## config.mk

```make
export PLATFORM = sky130hd
export DESIGN_NAME = pilot_chan_est
export DESIGN_NICKNAME = d
export VERILOG_FILES = /design/src/rtl/chest_pkg.sv /design/src/rtl/chest_derot.sv /design/src/rtl/chest_smoother.sv /design/src/rtl/chest_rate_hold.sv /design/src/rtl/pilot_chan_est.sv
export SDC_FILE = /design/constraint.sdc
export NUM_CORES = 1
export LEC_CHECK = 0
export BUFFER_PORTS_ARGS = -buffer_cell sky130_fd_sc_hd__clkbuf_2
export CORE_ASPECT_RATIO = 1.75
export CORE_MARGIN = 10
export CORE_UTILIZATION = 65
export CTS_BUF_LIST = sky130_fd_sc_hd__clkbuf_4
export DETAILED_ROUTE_END_ITERATION = 7
export PLACE_DENSITY = 0.84
export SYNTH_ARGS = -nofsm -noshare
export SYNTH_HDL_FRONTEND = slang
export SYNTH_SLANG_ARGS = --single-unit
```

## constraint.sdc

```tcl
create_clock -name clk -period 13.5 [get_ports clk]
set_input_delay 0.675 -clock clk [delete_from_list [all_inputs] [get_ports clk]]
set_output_delay 0.675 -clock clk [all_outputs]
set_load 0.1 [all_outputs]
```

## src/rtl/chest_pkg.sv

```systemverilog
package chest_pkg;
    localparam int SEL_W = 3;
    localparam logic [SEL_W-1:0] SEL_DECIM = 3'd7;

    // Copies per pilot estimate for rate codes 0..6 (256 / (4 << code)).
    function automatic logic [6:0] rep_count(input logic [SEL_W-1:0] sel);
        return 7'd64 >> sel;
    endfunction
endpackage

```

## src/rtl/chest_derot.sv

```systemverilog
module chest_derot #(
    parameter int W = 12
) (
    input  logic signed [W-1:0] in_re,
    input  logic signed [W-1:0] in_im,
    output logic signed [W:0]   raw_re,
    output logic signed [W:0]   raw_im
);
    localparam int RW = W + 1;

    // Multiply by the conjugate of 1+j: (a+jb)(1-j) = (a+b) + j(b-a)
    always_comb begin
        raw_re = RW'(in_re) + RW'(in_im);
        raw_im = RW'(in_im) - RW'(in_re);
    end
endmodule

```

## src/rtl/chest_smoother.sv

```systemverilog
module chest_smoother #(
    parameter int W     = 12,
    parameter int LOG2N = 4
) (
    input  logic               clk,
    input  logic               rst_n,
    input  logic               in_valid,
    input  logic signed [W:0]  in_re,
    input  logic signed [W:0]  in_im,
    output logic               ready,
    output logic               filled,
    output logic signed [W-1:0] avg_re,
    output logic signed [W-1:0] avg_im
);
    localparam int N  = 1 << LOG2N;
    localparam int RW = W + 1;
    localparam int SW = RW + LOG2N;
    localparam int SH = LOG2N + 1;
    localparam logic [LOG2N:0] FULL = (LOG2N + 1)'(N);

    typedef struct packed {
        logic signed [SW-1:0] sum_re;
        logic signed [SW-1:0] sum_im;
        logic [LOG2N-1:0]     ptr;
        logic [LOG2N:0]       fill;
    } win_t;

    win_t st_d, st_q;
    logic signed [RW-1:0] line_re_d [N];
    logic signed [RW-1:0] line_im_d [N];
    logic signed [RW-1:0] line_re_q [N];
    logic signed [RW-1:0] line_im_q [N];
    logic signed [SW-1:0] sh_re, sh_im;

    always_comb begin
        st_d      = st_q;
        line_re_d = line_re_q;
        line_im_d = line_im_q;
        ready     = 1'b0;
        if (in_valid) begin
            st_d.sum_re = st_q.sum_re + SW'(in_re) - SW'(line_re_q[st_q.ptr]);
            st_d.sum_im = st_q.sum_im + SW'(in_im) - SW'(line_im_q[st_q.ptr]);
            line_re_d[st_q.ptr] = in_re;
            line_im_d[st_q.ptr] = in_im;
            st_d.ptr = st_q.ptr + 1'b1;
            if (st_q.fill != FULL) begin
                st_d.fill = st_q.fill + 1'b1;
            end
            ready = (st_d.fill == FULL);
        end
        sh_re  = st_d.sum_re >>> SH;
        sh_im  = st_d.sum_im >>> SH;
        avg_re = sh_re[W-1:0];
        avg_im = sh_im[W-1:0];
        filled = (st_q.fill == FULL);
    end

    always_ff @(posedge clk) begin
        if (!rst_n) begin
            st_q <= '0;
            for (int i = 0; i < N; i++) begin
                line_re_q[i] <= '0;
                line_im_q[i] <= '0;
            end
        end else begin
            st_q      <= st_d;
            line_re_q <= line_re_d;
            line_im_q <= line_im_d;
        end
    end
endmodule

```

## src/rtl/chest_rate_hold.sv

```systemverilog
module chest_rate_hold
    import chest_pkg::*;
#(
    parameter int W = 12
) (
    input  logic                 clk,
    input  logic                 rst_n,
    input  logic                 load,
    input  logic signed [W-1:0]  avg_re,
    input  logic signed [W-1:0]  avg_im,
    input  logic [SEL_W-1:0]     sel,
    output logic                 est_valid,
    output logic signed [W-1:0]  est_re,
    output logic signed [W-1:0]  est_im
);
    typedef struct packed {
        logic signed [W-1:0] val_re;
        logic signed [W-1:0] val_im;
        logic [6:0]          remain;
        logic                phase;
    } hold_t;

    hold_t st_d, st_q;

    always_comb begin
        st_d = st_q;
        if (st_q.remain != '0) begin
            st_d.remain = st_q.remain - 1'b1;
        end
        if (load) begin
            if (sel == SEL_DECIM) begin
                st_d.phase = ~st_q.phase;
                if (st_q.phase) begin
                    st_d.val_re = avg_re;
                    st_d.val_im = avg_im;
                    st_d.remain = 7'd1;
                end
            end else begin
                st_d.val_re = avg_re;
                st_d.val_im = avg_im;
                st_d.remain = rep_count(sel);
            end
        end
        est_valid = (st_q.remain != '0);
        est_re    = st_q.val_re;
        est_im    = st_q.val_im;
    end

    always_ff @(posedge clk) begin
        if (!rst_n) begin
            st_q <= '0;
        end else begin
            st_q <= st_d;
        end
    end
endmodule

```

## src/rtl/pilot_chan_est.sv

```systemverilog
module pilot_chan_est
    import chest_pkg::*;
#(
    parameter int W     = 12,
    parameter int LOG2N = 4
) (
    input  logic                clk,
    input  logic                rst_n,
    input  logic                pil_valid,
    input  logic signed [W-1:0] pil_re,
    input  logic signed [W-1:0] pil_im,
    input  logic [2:0]          sf_sel,
    output logic                est_valid,
    output logic signed [W-1:0] est_re,
    output logic signed [W-1:0] est_im
);
    logic signed [W:0]   raw_re, raw_im;
    logic signed [W-1:0] avg_re, avg_im;
    logic                win_ready;
    logic                win_full;

    chest_derot #(.W(W)) u_derot (
        .in_re  (pil_re),
        .in_im  (pil_im),
        .raw_re (raw_re),
        .raw_im (raw_im)
    );

    chest_smoother #(.W(W), .LOG2N(LOG2N)) u_smooth (
        .clk      (clk),
        .rst_n    (rst_n),
        .in_valid (pil_valid),
        .in_re    (raw_re),
        .in_im    (raw_im),
        .ready    (win_ready),
        .filled   (win_full),
        .avg_re   (avg_re),
        .avg_im   (avg_im)
    );

    chest_rate_hold #(.W(W)) u_hold (
        .clk       (clk),
        .rst_n     (rst_n),
        .load      (win_ready),
        .avg_re    (avg_re),
        .avg_im    (avg_im),
        .sel       (sf_sel),
        .est_valid (est_valid),
        .est_re    (est_re),
        .est_im    (est_im)
    );
endmodule

```

Word-level counts from Yosys, hierarchy flattened
Cells that the tools add are included.
{"block": "totals", "ff_bits": 491, "inputBits": 30, "out_inout_bits": 25}
{"block": "classes", "addsub": 9, "n_lt_le_gt_ge": 2, "eq_ne": 4, "n_shift": 1, "n_mux": 19, "bitwise": 2, "n_reduce_logical": 4}
{"cell": "bitwise mux 208 bit", "count": 2}
{"cell": "binary-select mux 13 bit (select 4 bit)", "count": 2}
{"cell": "2-to-1 mux 13 bit", "count": 5}
{"cell": "2-to-1 mux 31 bit", "count": 2}
{"cell": "demux 13 bit (select 4 bit)", "count": 1}
{"cell": "2-to-1 mux 43 bit", "count": 1}
{"cell": "adder 17 x 13 -> 17 bit", "count": 2}
{"cell": "subtractor 17 x 13 -> 17 bit", "count": 2}
{"cell": "adder 12 x 12 -> 13 bit", "count": 1}
{"cell": "subtractor 12 x 12 -> 13 bit", "count": 1}
{"cell": "2-to-1 mux 5 bit", "count": 2}
{"cell": "2-to-1 mux 8 bit", "count": 1}
{"cell": "2-to-1 mux 7 bit", "count": 1}
{"cell": "nonzero test 7 bit", "count": 1}
{"cell": "right shift 7 x 3 -> 7 bit (first input constant)", "count": 1}
{"cell": "subtractor 7 x 1 -> 7 bit (second input constant)", "count": 1}
{"cell": "adder 5 x 1 -> 5 bit (second input constant)", "count": 1}
{"cell": "== test 5 bit (second input constant)", "count": 1}
{"cell": "greater-or-equal comparator 5 bit (second input constant)", "count": 1}
{"cell": "< comparator 5 x 1 -> 1 bit (second input constant)", "count": 1}
{"cell": "!= test 5 bit (second input constant)", "count": 1}
{"cell": "inverter 4 -> 5 bit", "count": 1}
{"cell": "adder 4 x 1 -> 4 bit (second input constant)", "count": 1}
{"cell": "AND reduction 2 bit", "count": 2}
{"cell": "5 further kinds", "count": 6}

Longest topological paths before layout
Gate-level depths: netlist of the first run.
{"block": "logic_depth", "depth_word": 9, "depth_mapped": 19, "depth_no_buf": 17}

Cells and area by module
A second synthesis of the first run with hierarchy kept.
{"block": "hier_totals", "cells_unflattened": 2982, "hier_area_um2": 24826.3}
{"mod": "chest_smoother", "n_inst": 1, "cells_per_inst": 2624, "area_each_um2": 22093.7, "seq_area_each_um2": 9188.8}
{"mod": "chest_rate_hold", "n_inst": 1, "cells_per_inst": 185, "area_each_um2": 1482.7, "seq_area_each_um2": 640.6}
{"mod": "chest_derot", "n_inst": 1, "cells_per_inst": 173, "area_each_um2": 1249.9, "seq_area_each_um2": 0.0}

Least setup slack after synthesis of the first run
OpenSTA, ideal clock, no wires.
{"block": "synth_timing", "path_kind": "input to register", "start": "in pil_im[0]", "end": "reg u_hold.st_q, in the netlist u_hold.est_im[11]", "setup_ns": 0.131, "arrival_ns": 4.770, "t_required_ns": 13.369, "setup_slack_ns": 8.599, "stages": 17, "path_cell_list": "inv_1 -> ha_1 -> fa_1 -> nor2b_1 -> o21ai_0 -> a21oi_1 -> o211ai_1 -> a32oi_1 -> clkbuf_1 -> inv_1 -> fa_1 -> ha_1 -> a21o_1 -> a211oi_1 -> or4b_1 -> a211oi_1 -> nor3_1"}
{"block": "synth_between", "elab_chain_len": 6}
{"element": "from (decl)", "line": "pilot_chan_est.sv:11", "text": "input logic signed [W-1:0] pil_im,"}
{"element": "subtractor 12 x 12 -> 13 bit (*)", "line": "chest_derot.sv:14", "text": "raw_im = RW'(in_im) - RW'(in_re);"}
{"element": "via raw_im[12]", "line": "pilot_chan_est.sv:17", "text": "logic signed [W:0] raw_re, raw_im;"}
{"element": "adder 17 x 13 -> 17 bit (*)", "line": "chest_smoother.sv:42", "text": "st_d.sum_im = st_q.sum_im + SW'(in_im) - SW'(line_im_q[st_q.ptr]);"}
{"element": "subtractor 17 x 13 -> 17 bit (*)", "line": "chest_smoother.sv:42"}
{"element": "2-to-1 mux 43 bit (*)", "line": "chest_smoother.sv:40", "text": "if (in_valid) begin"}
{"element": "2-to-1 mux 31 bit", "line": "chest_rate_hold.sv:33", "text": "if (st_q.phase) begin"}
{"element": "2-to-1 mux 31 bit (*)", "line": "chest_rate_hold.sv:31", "text": "if (sel == SEL_DECIM) begin"}
{"element": "to (signal assigned)", "line": "chest_rate_hold.sv:53", "text": "st_q <= st_d;"}
{"element": "to (decl)", "line": "chest_rate_hold.sv:23", "text": "hold_t st_d, st_q;"}
The timed path passes the listed nets; every way through them passes the cells marked *. The select of a mux whose other input is x is not followed.
A chain may end at the register's enable or synchronous reset.

Worst setup path in the final report of the first run
{"block": "layout_timing", "start": "reg u_smooth.st_q[5] in the netlist's numbering", "end": "reg u_hold.st_q, in the netlist u_hold.est_im[9]"}
{"block": "layout_between", "elab_chain_len": 8}
{"element": "from (decl)", "line": "chest_smoother.sv:28", "text": "win_t st_d, st_q;"}
{"element": "from (signal assigned)", "line": "chest_smoother.sv:66", "text": "st_q <= st_d;"}
{"element": "inverter 4 -> 5 bit (not written as such) (*)", "line": "chest_smoother.sv:42"}
{"element": "binary-select mux 13 bit (select 4 bit) (*)", "line": "chest_smoother.sv:42"}
{"element": "2-to-1 mux 13 bit (not written as such) (*) (2 in series)", "line": "chest_smoother.sv:42"}
{"element": "subtractor 17 x 13 -> 17 bit (*)", "line": "chest_smoother.sv:42"}
{"element": "2-to-1 mux 43 bit (*)", "line": "chest_smoother.sv:40"}
{"element": "2-to-1 mux 31 bit", "line": "chest_rate_hold.sv:33"}
{"element": "2-to-1 mux 31 bit (*)", "line": "chest_rate_hold.sv:31"}
Mark *: on every way between the ends. The rest lies on a longest branch, timed or not. The select of a mux whose other input is x is not followed.

==> implementation parameters, run 1 <==
Parameter                              Value

Power and ir drop
  Peak VDD IR ... slightly below 0.08 mV
  Pwr/cell area ... 160 nW/um^2
  Leakage power total ... 9.20 nW

Drt
  Number of vias per cell ... around 6.6
  Starting DRT DRC Count ... 2,108
  Via count ... about 20,000
  Remaining design rule violation count ... 0
  Average routed wire per standard cell ... 21.3 um
  Remaining antenna violation count ... 0
  Routed Wire Length ... 65,800 um
  First-pass detailed-route iteration total ... 7

Global routing
  Antenna violations before repair ... 1
  Tot GR Track Use ... between 20% and 30%
  Total gr overflow ... 0
  Vias in the first global route ... just over 20,000
  Maximum number of pins on one net before global-route repair ... 215
  Global-route wire length before repair ... between 100,000 and 150,000 um

Synth
  Cell area after technology mapping ... ~24,000 um^2
  Post-synthesis sequential area ratio ... around 40%
  Post-synthesis area per instance ... a little over 9 um^2
  Post-Synthesis Cells ... 2,574
  Count of distinct cell types in the synthesized netlist ... just over 70
  Leading cell types by total area after synthesis ... dfxtp_1, mux4_2, a211oi_1
  Register bit total from synthesis ... 475
  Syn_nets ... roughly 2,700
  Most common library cells after synthesis ... dfxtp_1, nor2_1, a21oi_1, nand2_1, clkbuf_1
  Main synth FF type ... dfxtp_1
  Cell taking the most area after synthesis ... dfxtp_1
  Proportion of register bits with asynchronous set or reset after synthesis ... 0%
  Number of synthesis warnings ... 0
  Number of enable-type register cells in the synthesized netlist ... 0
  Fraction of post-synthesis cell area in the top cell type by area ... between 40% and 50%
  Most common cell in the netlist ... dfxtp_1

Placement
  Number of port buffers ... 54
  Post-placement cell area ... approximately 24,000 um^2
  Post-detail-place hpwl ... 42,000 um
  Last weighted congestion value of the routability-driven placer ... between 0.9 and 1

STA
  Least-Margin Pin Slew ... approximately 1.1 ns
  Final period utilization ... 42.3%
  Final Setup Violations ... 0
  Shortest period the worst path allows ... ~5.7 ns
  Unrepaired setup endpoints after global routing ... no
  Relative slew slack ... about a quarter
  Final count of hold timing violations ... 0
  Maximum achievable frequency ... roughly 0.18 GHz
  Final worst clock skew ... 0.0847 ns
  Number of pins with negative max-slew slack in the final report ... 0
  Setup TNS after final layout ... 0 ns

Worst setup path
  Logic depth of the worst register-to-register path ... 14
  End of the worst register-to-register path ... u_hold.est_im[9]
  Highest-delay cell along the critical path ... buf_4
  Highest cell delay on the worst timing path ... 0.82 ns
  Minimum setup slack among reg-to-reg paths ... 7.79 ns
  Largest driver fanout on the critical path ... 46
  Crit end category ... flip-flop
  Worst Path Required ... around 14 ns
  Worst path cell trace ... buf_4 > mux4_2 > mux4_2 > ha_1 > inv_1 > ha_1 > inv_1 > fa_1 > nand2b_1 > a21o_1 > a211oi_1 > o211ai_1 > and2_1 > o311ai_0
  Worst R2R Start ... u_smooth.st_q[5]
  Arrival time at the worst endpoint ... roughly 6.4 ns
  Type of the setup path with the least slack ... reg2reg
  Critical Path Source Type ... flip-flop

Finish
  Design Area, Final ... roughly 25,000 um^2
  Area taken by multi-input logic gates ... around 13,000 um^2
  Register area ... between 9000 and 10,000 um^2
  Synth-to-layout area growth ... 6.47%
  Net total in the final layout ... ~2,700
  Filler Cell Count ... around 2,700
  Fraction of layout cells with a size suffix above 1 ... 15.4%

Floorplan
  Core ar. ... 35,900 um^2
  Number of rows in the core area ... 92
  Horiz. Die Dim ... 164 um
  Floorplan die area ... 44,700 um^2
  Starting density of the core ... roughly two thirds
  IO Pins ... 55
  Die boundary height ... about 270 um

Clock tree
  Sink Count ... approximately 480
  Clk pin slew, worst setup/hold paths ... about 0.080 ns
  Maximum buffer depth of the clock tree ... 3
  Hold-fix buffers, CTS ... 0
  Clock tree from TritonCTS ... built
  Number of setup buffers added after CTS ... 0
  Number of cells upsized or downsized after cts ... 0
  CTS root buf ... clkbuf_4
  Clock insertion delay at the later pin of the skew report ... about 0.87 ns
  Number of buffers added by the clock tree synthesis step ... between 100 and 150
  Maximum level of the CTS H-tree ... 3

Min path
  Kind of path behind the tightest hold check ... in2reg
  Hold path startpoint ... sf_sel[0]
  Worst min-delay path endpoint ... u_hold.st_q[3]
  Number of cells on the worst hold path ... 3

Outcome
  Run status ... completed

Flow run
  Max Cap Violations ... 0
## per-stage QoR
| stage | hold slack [ns] | cells | worst slack [ns] | utilization [%] | power (W) |
|---|---|---|---|---|---|
| finish | 0.206 | 3082 | 7.79 | 70.0 | 0.00403 |
| global route | 0.212 | 3081 | 7.35 | 70.0 | 0.00426 |
| CTS | 0.152 | 3080 | 7.84 | 70.0 | 0.00402 |
| detailed placement | 0.445 | 2892 | 7.89 | 66.3 | 0.00291 |
| global placement | 0.438 | 2892 | 8.00 | 66.3 | 0.00286 |
| floorplan | 0.433 | 2574 | 8.60 | - | 0.00259 |
## cell families (layout without fill, tap and decap cells)
group	count (synthesis)	count (layout)	share of synthesized area [%]
buffers and inverters	361	397	6.22
multiplexers	142	142	12.6
flip-flops	475	475	40.3
XOR/XNOR	45	45	1.67
adder cells (fa/ha/maj)	101	101	6.43
other	0	2	0
AO/OA/AOI/OAI	723	723	18.9
AND/OR/NAND/NOR	727	727	13.9
## sequential cells by signal, summed over array words and instances, names as in the netlist
register	cells
u_hold.st_q	8
u_smooth.line_im_q	203
u_hold.est_im	12
u_smooth.st_q	43
u_hold.est_re	12
u_smooth.line_re_q	197
## cell usage in the layout (no fill, tap or decap), types with 34 or more instances in the layout
master,n
buf_4,48
o21ai_0,161
a211oi_1,173
and2_1,40
fa_1,34
clkbuf_4,148
nand2_1,224
a21oi_1,233
ha_1,67
dfxtp_1,472
nor2_1,260
inv_1,105
mux4_2,125
nand3_1,79
clkbuf_2,53
## critical path, delay by kind of cell (launching register included)
kind / cells / cell delay (ns)
adder cells (fa/ha/maj): 3 / 0.88
multiplexers: 2 / 1.21
flip-flops: 1 / 0.81
AO/OA/AOI/OAI: 4 / 1.23
AND/OR/NAND/NOR: 2 / 0.38
buffers and inverters: 3 / 0.95
## worst max-delay path by stage
stage,from,end,cells after the start
finish,u_smooth.st_q[5],u_hold.est_im[9],14
global route,u_smooth.st_q[5],u_hold.est_im[11],14
CTS,u_smooth.st_q[5],u_hold.est_im[9],14
detailed placement,u_smooth.st_q[5],u_smooth.st_q[42],14
global placement,u_smooth.st_q[5],u_smooth.st_q[42],14
floorplan,pil_im[0],u_hold.est_im[11],17
## layout make-up
| class | count | area share [%] |
|---|---|---|
| diodes | 2 | 0.0199 |
| clock buffers | 148 | 4.42 |
| clock inverters | 40 | 0.891 |
| inverters | 107 | 1.63 |
| multi-input cells | 1738 | 50.3 |
| flip-flops and latches | 475 | 37.8 |
| well taps | 470 | 2.34 |
| repair buffers | 102 | 2.57 |
## per-layer routing
| metal | GRT usage (%) | vias up | part of all wire (%) |
|---|---|---|---|
| met5 | 0 | - | 0 |
| met4 | 20.6 | 0 | 7.1 |
| met3 | 5.41 | 325 | 8.7 |
| met2 | 48.5 | 1188 | 49 |
| met1 | 32.0 | 9544 | 35 |
| li1 | - | 9134 | - |
## where the power goes
group          leakage (nW)  internal (W)  switching, W
sequential             3.84       0.00147     0.0000549
combinational          4.57      0.000554      0.000836
clock                 0.792      0.000546      0.000574
(Power assumes the default switching activity.)
==> run 2, diff against run 1 <==
--- a/config.mk
+++ b/config.mk
@@ -8,10 +8,10 @@
 export BUFFER_PORTS_ARGS = -buffer_cell sky130_fd_sc_hd__clkbuf_2
 export CORE_ASPECT_RATIO = 1.75
 export CORE_MARGIN = 10
-export CORE_UTILIZATION = 65
+export CORE_UTILIZATION = 59
 export CTS_BUF_LIST = sky130_fd_sc_hd__clkbuf_4
 export DETAILED_ROUTE_END_ITERATION = 7
-export PLACE_DENSITY = 0.84
+export PLACE_DENSITY = 0.81
 export SYNTH_ARGS = -nofsm -noshare
 export SYNTH_HDL_FRONTEND = slang
 export SYNTH_SLANG_ARGS = --single-unit
==> constraint.sdc (replaced) <==
create_clock -name clk -period 5.1 [get_ports clk]
set_input_delay 0.255 -clock clk [delete_from_list [all_inputs] [get_ports clk]]
set_output_delay 0.255 -clock clk [all_outputs]
set_load 0.1 [all_outputs]
==> run 2 against run 1 <==
Compared with the run above:
- the flow now finishes with violations (DRC)
- die area increased by 9.2%
- critical path type unchanged
- clock skew down 0.036 ns
- critical endpoint is now u_smooth.st_q[42]
- count of clock-buffer cells in the layout down 3
- fmax is 22% higher
- global-route usage fell by 2.4 points
- clock power grew to 2.6 times the previous value
- non-clock buffer count grew 30
==> implementation parameters, run 2 (same netlist as run 1, synthesis figures left out) <==
Parameter                              Value

Finish
  Commonest non-fill, non-tap cell in the layout ... dfxtp_1
  Largest register by flop count ... u_smooth.line_im_q
  Final standard cell count with taps included and fillers excluded ... 3,119 (+1.2%)
  Area taken by multi-input logic gates ... 12,600 um^2 (about the same)
  Fraction of layout cells with a size suffix above 1 ... 16.0% (+0.54 points)
  Register area ... 9520 um^2 (unchanged)
  Net total in the final layout ... 2,687 (+1.1%)
  Commonest non-fill, non-tap cells in the layout ... dfxtp_1, nor2_1, a21oi_1
  Largest registers ... u_smooth.line_im_q (203), u_smooth.line_re_q (197), u_smooth.st_q (43)
  Filler Cell Count ... 3,116 (+15%)
  Synth-to-layout area growth ... 7.49%
  Number of flip-flops under the largest register name ... 203 (unchanged)

Floorplan
  Die boundary height ... 285 um (+4.6%)
  IO Pins ... 55 (unchanged)
  Starting density of the core ... 59.9% (-5.8 points)
  Floorplan die area ... 48,700 um^2 (+9.2%)
  Number of rows in the core area ... 96 (+4.3%)
  Core ar. ... 39,400 um^2 (+9.7%)
  Horiz. Die Dim ... 171 um (+4.4%)

Clock tree
  Clk pin slew, worst setup/hold paths ... 0.08 ns (about the same)
  CTS root buf ... clkbuf_4
  Maximum buffer depth of the clock tree ... 3 (unchanged)
  Number of cells upsized or downsized after cts ... 0 (unchanged)
  Hold-fix buffers, CTS ... 7 (+7)
  Clock insertion delay at the later pin of the skew report ... 0.87 ns (about the same)
  Maximum level of the CTS H-tree ... 3 (unchanged)
  Sink Count ... 475 (unchanged)
  Number of setup buffers added after CTS ... 0 (unchanged)
  Number of buffers added by the clock tree synthesis step ... 102 (-0.97%)
  Clock tree from TritonCTS ... built

Min path
  Kind of path behind the tightest hold check ... in2reg

Drt
  Number of vias per cell ... 6.41 (-2.1%)
  Average routed wire per standard cell ... 21.1 um (-1.3%)
  Remaining antenna violation count ... 0 (unchanged)
  Routed Wire Length ... 65,700 um (-0.10%)
  First-pass detailed-route iteration total ... 8 (+1)
  Starting DRT DRC Count ... 2,042 (-3.1%)
  Via count ... 20,006 (-0.92%)
  Remaining design rule violation count ... 1 (+1)

STA
  Relative slew slack ... 15.9% (-8.4 points)
  Shortest period the worst path allows ... 4.66 ns (-1.05 ns)
  Number of pins with negative max-slew slack in the final report ... 0 (unchanged)
  Setup TNS after final layout ... 0 ns (unchanged)
  Final period utilization ... 91.3% (+49 points)
  Hold WS ... 0.176 ns (-0.0300 ns)
  Least-Margin Pin Slew ... 1.26 ns (+0.123 ns)
  Unrepaired setup endpoints after global routing ... no
  Final Setup Violations ... 0 (unchanged)
  Maximum achievable frequency ... 0.215 GHz (+22%)
  Final worst clock skew ... 0.0490 ns (-0.0357 ns)
  Final count of hold timing violations ... 0 (unchanged)

Flow run
  Max Cap Violations ... 0 (unchanged)

Global routing
  Vias in the first global route ... 19,729 (-3.2%)
  Total gr overflow ... 0 (unchanged)
  Global-route wire length before repair ... 103,000 um (-0.86%)
  Tot GR Track Use ... 26.5% (-2.4 points)
  Antenna violations before repair ... 1 (unchanged)
  Maximum number of pins on one net before global-route repair ... 148 (-31%)

Worst setup path
  Critical Path Source Type ... flip-flop
  Arrival time at the worst endpoint ... 5.38 ns (-1.01 ns)
  Largest driver fanout on the critical path ... 22 (-52%)
  Crit end category ... flip-flop
  Worst Path Required ... 5.83 ns (-8.35 ns)
  Type of the setup path with the least slack ... reg2reg

Outcome
  Violated checks ... DRC
  Run status ... finished with violations

Power and ir drop
  Leakage power total ... 9.32 nW (+1.2%)
  Peak VDD IR ... 0.234 mV (+200%)
  Pwr/cell area ... 424 nW/um^2 (+160%)

Placement
  Number of placed instances, taps included ... 2,935 (+1.5%)
  Number of port buffers ... 54 (unchanged)
  Last weighted congestion value of the routability-driven placer ... 0.883 (-5.1%)
  Post-detail-place hpwl ... 43,300 um (+3.1%)
run 2: final cells by class:
cell class / instances / area share [%]
Tap cell: 490 / 2.42
Sequential cell: 475 / 37.5
Antenna cell: 1 / 0.00986
Clock buffer: 145 / 4.29
Multi-Input combinational cell: 1738 / 49.8
Timing Repair Buffer: 132 / 3.60
Inverter: 107 / 1.61
Clock inverter: 31 / 0.789
run 2: path summary, 6_finish.rpt:
path	endpoint	start	cells past startpoint	slack, ns
worst min register to register	u_smooth.line_im_q[204]	u_smooth.line_im_q[204]	2	0.45
worst max register to register	u_smooth.st_q[42]	u_smooth.st_q[5]	14	0.44
worst max-delay path	u_smooth.st_q[42]	u_smooth.st_q[5]	14	0.44
worst min-delay path	u_smooth.line_im_q[67]	pil_re[1]	5	0.18
run 2: critical path, stage by stage (launching register included):
cell and delay [ns]:
dfxtp_4 0.46, buf_12 0.24, mux4_2 0.54, mux4_2 0.55, ha_1 0.29, inv_1 0.06
ha_1 0.29, inv_1 0.11, fa_1 0.46, nand2b_1 0.23, a211oi_1 0.32, o211ai_1 0.24
o21a_1 0.28, nor4b_1 0.16, a311o_1 0.30
run 2: per-stage QoR:
stage | instance area, um^2 | utilization [%] | power, W | worst slack (ns)
floorplan | 23600 | - | 0.00685 | 0.480
global placement | 24000 | 61.0 | 0.00765 | 0.225
detailed placement | 24000 | 61.0 | 0.00782 | 0.0756
CTS | 25400 | 64.4 | 0.0107 | 0.468
global route | 25400 | 64.4 | 0.0114 | 0.209
finish | 25400 | 64.4 | 0.0108 | 0.442
run 2: metal layers:
metal	share of wire [%]	global-route usage [%]
met5	0	0
met4	5.0	15.1
met3	8.2	5.34
met2	51	45.7
met1	36	29.6
run 2: report_power, final:
group	internal (W)	switching [W]	leakage [nW]
Clock	0.00142	0.00151	0.758
Combinational	0.00153	0.00230	4.71
Sequential	0.00388	0.000128	3.84
==> run 3, diff against run 2 <==
--- a/config.mk
+++ b/config.mk
@@ -14,4 +14,5 @@
 export PLACE_DENSITY = 0.81
 export SYNTH_ARGS = -nofsm -noshare
 export SYNTH_HDL_FRONTEND = slang
+export SYNTH_HIERARCHICAL = 1
 export SYNTH_SLANG_ARGS = --single-unit
==> run 3 against run 2 <==
Compared with the run above:
- count of clock-buffer cells in the layout rose by 14
- critical endpoint is now u_hold/est_im[5]
- the run still ends with DRC left
- first-iteration DRC count grew 32%
- critical path depth stayed put
- clock power rose by 2%
- register-to-register slack got worse by 0.04 ns
- combinational power about the same
- highest routed layer unchanged
- die area is 4.6% higher
==> implementation parameters, run 3 <==
Parameter                              Value

Worst setup path
  Worst Path Required ... 5.80 ns (-0.03 ns)
  Arrival time at the worst endpoint ... 5.40 ns (+0.02 ns)
  Largest driver fanout on the critical path ... 24 (+9.1%)
  Crit end category ... flip-flop
  Type of the setup path with the least slack ... reg2reg
  Highest cell delay on the worst timing path ... 0.67 ns (+0.12 ns)
  Cell family contributing the most delay on the critical path ... multiplexers
  Highest-delay cell along the critical path ... dfxtp_4
  Critical Path Source Type ... flip-flop
  Worst Path Buf+Inv ... 1 (-2)
  Worst path cell trace ... mux4_2 > mux4_2 > ha_1 > inv_1 > ha_1 > fa_1 > a211oi_1 > nor3_2 > nor3_1 > o21bai_1 > mux2i_1 > or2_1 > nand2_1 > a21oi_1

STA
  Maximum achievable frequency ... 0.213 GHz (-0.77%)
  Number of pins with negative max-slew slack in the final report ... 0 (unchanged)
  Final Setup Violations ... 0 (unchanged)
  Setup TNS after final layout ... 0 ns (unchanged)
  Least-Margin Pin Slew ... 1.08 ns (-0.176 ns)
  Final period utilization ... 92.0% (+0.71 points)
  Relative slew slack ... 27.8% (+12 points)
  Final count of hold timing violations ... 0 (unchanged)
  Shortest period the worst path allows ... 4.69 ns (+0.0362 ns)
  Unrepaired setup endpoints after global routing ... no
  Final worst clock skew ... 0.0610 ns (+0.0120 ns)

Clock tree
  Clock tree from TritonCTS ... built
  Sink Count ... 491 (+3.4%)
  Clock insertion delay at the later pin of the skew report ... 0.87 ns (about the same)
  Number of setup buffers added after CTS ... 0 (unchanged)
  Maximum buffer depth of the clock tree ... 3 (unchanged)
  Number of buffers added by the clock tree synthesis step ... 107 (+4.9%)
  Clk pin slew, worst setup/hold paths ... 0.07 ns (about the same)
  Maximum level of the CTS H-tree ... 3 (unchanged)
  CTS root buf ... clkbuf_4

Synth
  Number of enable-type register cells in the synthesized netlist ... 0 (unchanged)
  Count of distinct cell types in the synthesized netlist ... 75 (+4.2%)
  Syn_nets ... 3,114 (+15%)
  Most common library cells after synthesis ... nand2_1, a21oi_1, dfxtp_1, clkbuf_1, inv_1
  Most common cell in the netlist ... nand2_1
  Register bit total from synthesis ... 491 (+3.4%)
  Leading cell types by total area after synthesis ... dfxtp_1, nand2_1, mux4_2
  Post-Synthesis Cells ... 2,982 (+16%)
  Fraction of post-synthesis cell area in the top cell type by area ... 39.6% (-0.67 points)
  Cell area after technology mapping ... 24,800 um^2 (+5.1%)
  Post-synthesis sequential area ratio ... 39.6% (-0.67 points)
  Main synth FF type ... dfxtp_1
  Proportion of register bits with asynchronous set or reset after synthesis ... 0% (unchanged)
  Post-synthesis area per instance ... 8.33 um^2 (-9.3%)
  Cell taking the most area after synthesis ... dfxtp_1
  Number of synthesis warnings ... 6 (+6)

Power and ir drop
  Peak VDD IR ... 0.332 mV (+42%)
  Pwr/cell area ... 413 nW/um^2 (-2.5%)
  Leakage power total ... 9.58 nW (+2.9%)

Placement
  Number of port buffers ... 54 (unchanged)
  Last weighted congestion value of the routability-driven placer ... 0.929 (+5.3%)
  Post-detail-place hpwl ... 45,200 um (+4.4%)
  Post-placement cell area ... 25,000 um^2 (+4.2%)

Min path
  Kind of path behind the tightest hold check ... in2reg

Floorplan
  Floorplan die area ... 51,000 um^2 (+4.6%)
  IO Pins ... 55 (unchanged)
  Number of rows in the core area ... 99 (+3.1%)
  Horiz. Die Dim ... 175 um (+2.2%)
  Core ar. ... 41,600 um^2 (+5.6%)
  Starting density of the core ... 59.7% (-0.30 points)
  Die boundary height ... 291 um (+2.3%)

Drt
  Starting DRT DRC Count ... 2,702 (+32%)
  Remaining design rule violation count ... 2 (+1)
  Routed Wire Length ... 74,800 um (+14%)
  Number of vias per cell ... 6.18 (-3.6%)
  Average routed wire per standard cell ... 21.0 um (-0.56%)
  First-pass detailed-route iteration total ... 8 (unchanged)
  Via count ... 22,077 (+10%)
  Remaining antenna violation count ... 0 (unchanged)

Finish
  Net total in the final layout ... 3,062 (+14%)
  Fraction of layout cells with a size suffix above 1 ... 15.2% (-0.75 points)
  Largest registers ... u_smooth/line_im_q (208), u_smooth/line_re_q (208), u_smooth/st_q (43)
  Design Area, Final ... 26,400 um^2 (+4.2%)
  Commonest non-fill, non-tap cell in the layout ... nand2_1
  Synth-to-layout area growth ... 6.52%
  Commonest non-fill, non-tap cells in the layout ... nand2_1, a21oi_1, dfxtp_1

Global routing
  Total gr overflow ... 0 (unchanged)
  Tot GR Track Use ... 28.5% (+1.9 points)
  Antenna violations before repair ... 1 (unchanged)
  Vias in the first global route ... 21,604 (+9.5%)
  Global-route wire length before repair ... 114,000 um (+11%)
  Maximum number of pins on one net before global-route repair ... 148 (unchanged)

Outcome
  Run status ... finished with violations
  Violated checks ... DRC

Flow run
  Max Cap Violations ... 0 (unchanged)
run 3: cell count changes after synthesis, sizes merged, moves of 20 or more:
cell    previous run  this run
a211oi           174        12
a21oi            233       503
a31oi             27         5
buf               50       111
clkbuf           204       157
inv              106       157
nand2            224       942
nand3             79        18
nor2             261        73
o21ai            165        30
or3               24         4
run 3: per-stage QoR:
| stage | worst slack (ns) | power, W | cells | hold WS (ns) | utilization (%) |
|---|---|---|---|---|---|
| 2_1_floorplan | 0.479 | 0.00705 | 2982 | 0.392 | - |
| 5_1_grt | 0.132 | 0.0115 | 3570 | 0.0409 | 63.5 |
| 3_3_place_gp | 0.429 | 0.00779 | 3370 | 0.438 | 60.1 |
| 3_5_place_dp | 0.358 | 0.00791 | 3370 | 0.444 | 60.1 |
| 4_1_cts | 0.461 | 0.0109 | 3569 | 0.0178 | 63.5 |
| 6_report | 0.405 | 0.0109 | 3570 | 0.0341 | 63.5 |
run 3: report_power, final:
group | internal (W) | switching, W | total, W
Clock | 0.00143 | 0.00155 | 0.00298
Sequential | 0.00400 | 0.000112 | 0.00411
Combinational | 0.00148 | 0.00235 | 0.00383
Total | 0.00690 | 0.00401 | 0.0109
run 3: worst reg2reg max path, delay by kind of cell, from the launching register on:
kind	cells	cell delay (ns)
fa+ha+maj	3	1.04
buf+inv	1	0.04
flops	1	0.67
simple gates	4	0.78
mux	3	1.23
compound gates	3	0.78
run 3: cells by family after synthesis:
logic type               synth area share, %
AO/OA/AOI/OAI                           13.6
XOR/XNOR                                1.79
adder cells (fa/ha/maj)                 6.17
AND/OR/NAND/NOR                         18.6
multiplexers                            12.7
buffers and inverters                   7.46
flip-flops                              39.6
run 3: per-layer routing:
| metal | up-vias | track usage (%) | share of wire [%] |
|---|---|---|---|
| li1 | 9845 | - | - |
| met1 | 10318 | 31.1 | 33 |
| met2 | 1501 | 47.8 | 48 |
| met3 | 413 | 6.25 | 11 |
| met4 | 0 | 20.6 | 7.5 |
| met5 | - | 0 | 0 |
run 3: path summary, 6_finish.rpt:
| check | start | cells past startpoint | end | slack (ns) |
|---|---|---|---|---|
| min | rst_n | 2 | u_smooth/st_q[19] | 0.03 |
| min reg2reg | u_smooth/line_im_q[29] | 2 | u_smooth/line_im_q[29] | 0.46 |
| max | u_smooth/st_q[5] | 14 | u_hold/est_im[5] | 0.41 |
| max reg2reg | u_smooth/st_q[5] | 14 | u_hold/est_im[5] | 0.41 |
run 3: timing repair:
| action | in CTS | in global routing |
|---|---|---|
| endpoints found under the hold margin | 13 | 0 |
| endpoints found under the setup margin | 0 | 0 |
| hold buffers | 6 | 0 |
| resized for setup | 0 | 0 |
run 3: layout make-up:
cell class | count | area [um^2]
flip-flops and latches | 491 | 9840
inverters | 157 | 597
repair buffers | 107 | 746
multi-input cells | 2066 | 13200
clock inverters | 34 | 159
fillers | 3484 | 15200
diodes | 1 | 2.50
well taps | 555 | 694
clock buffers | 159 | 1190
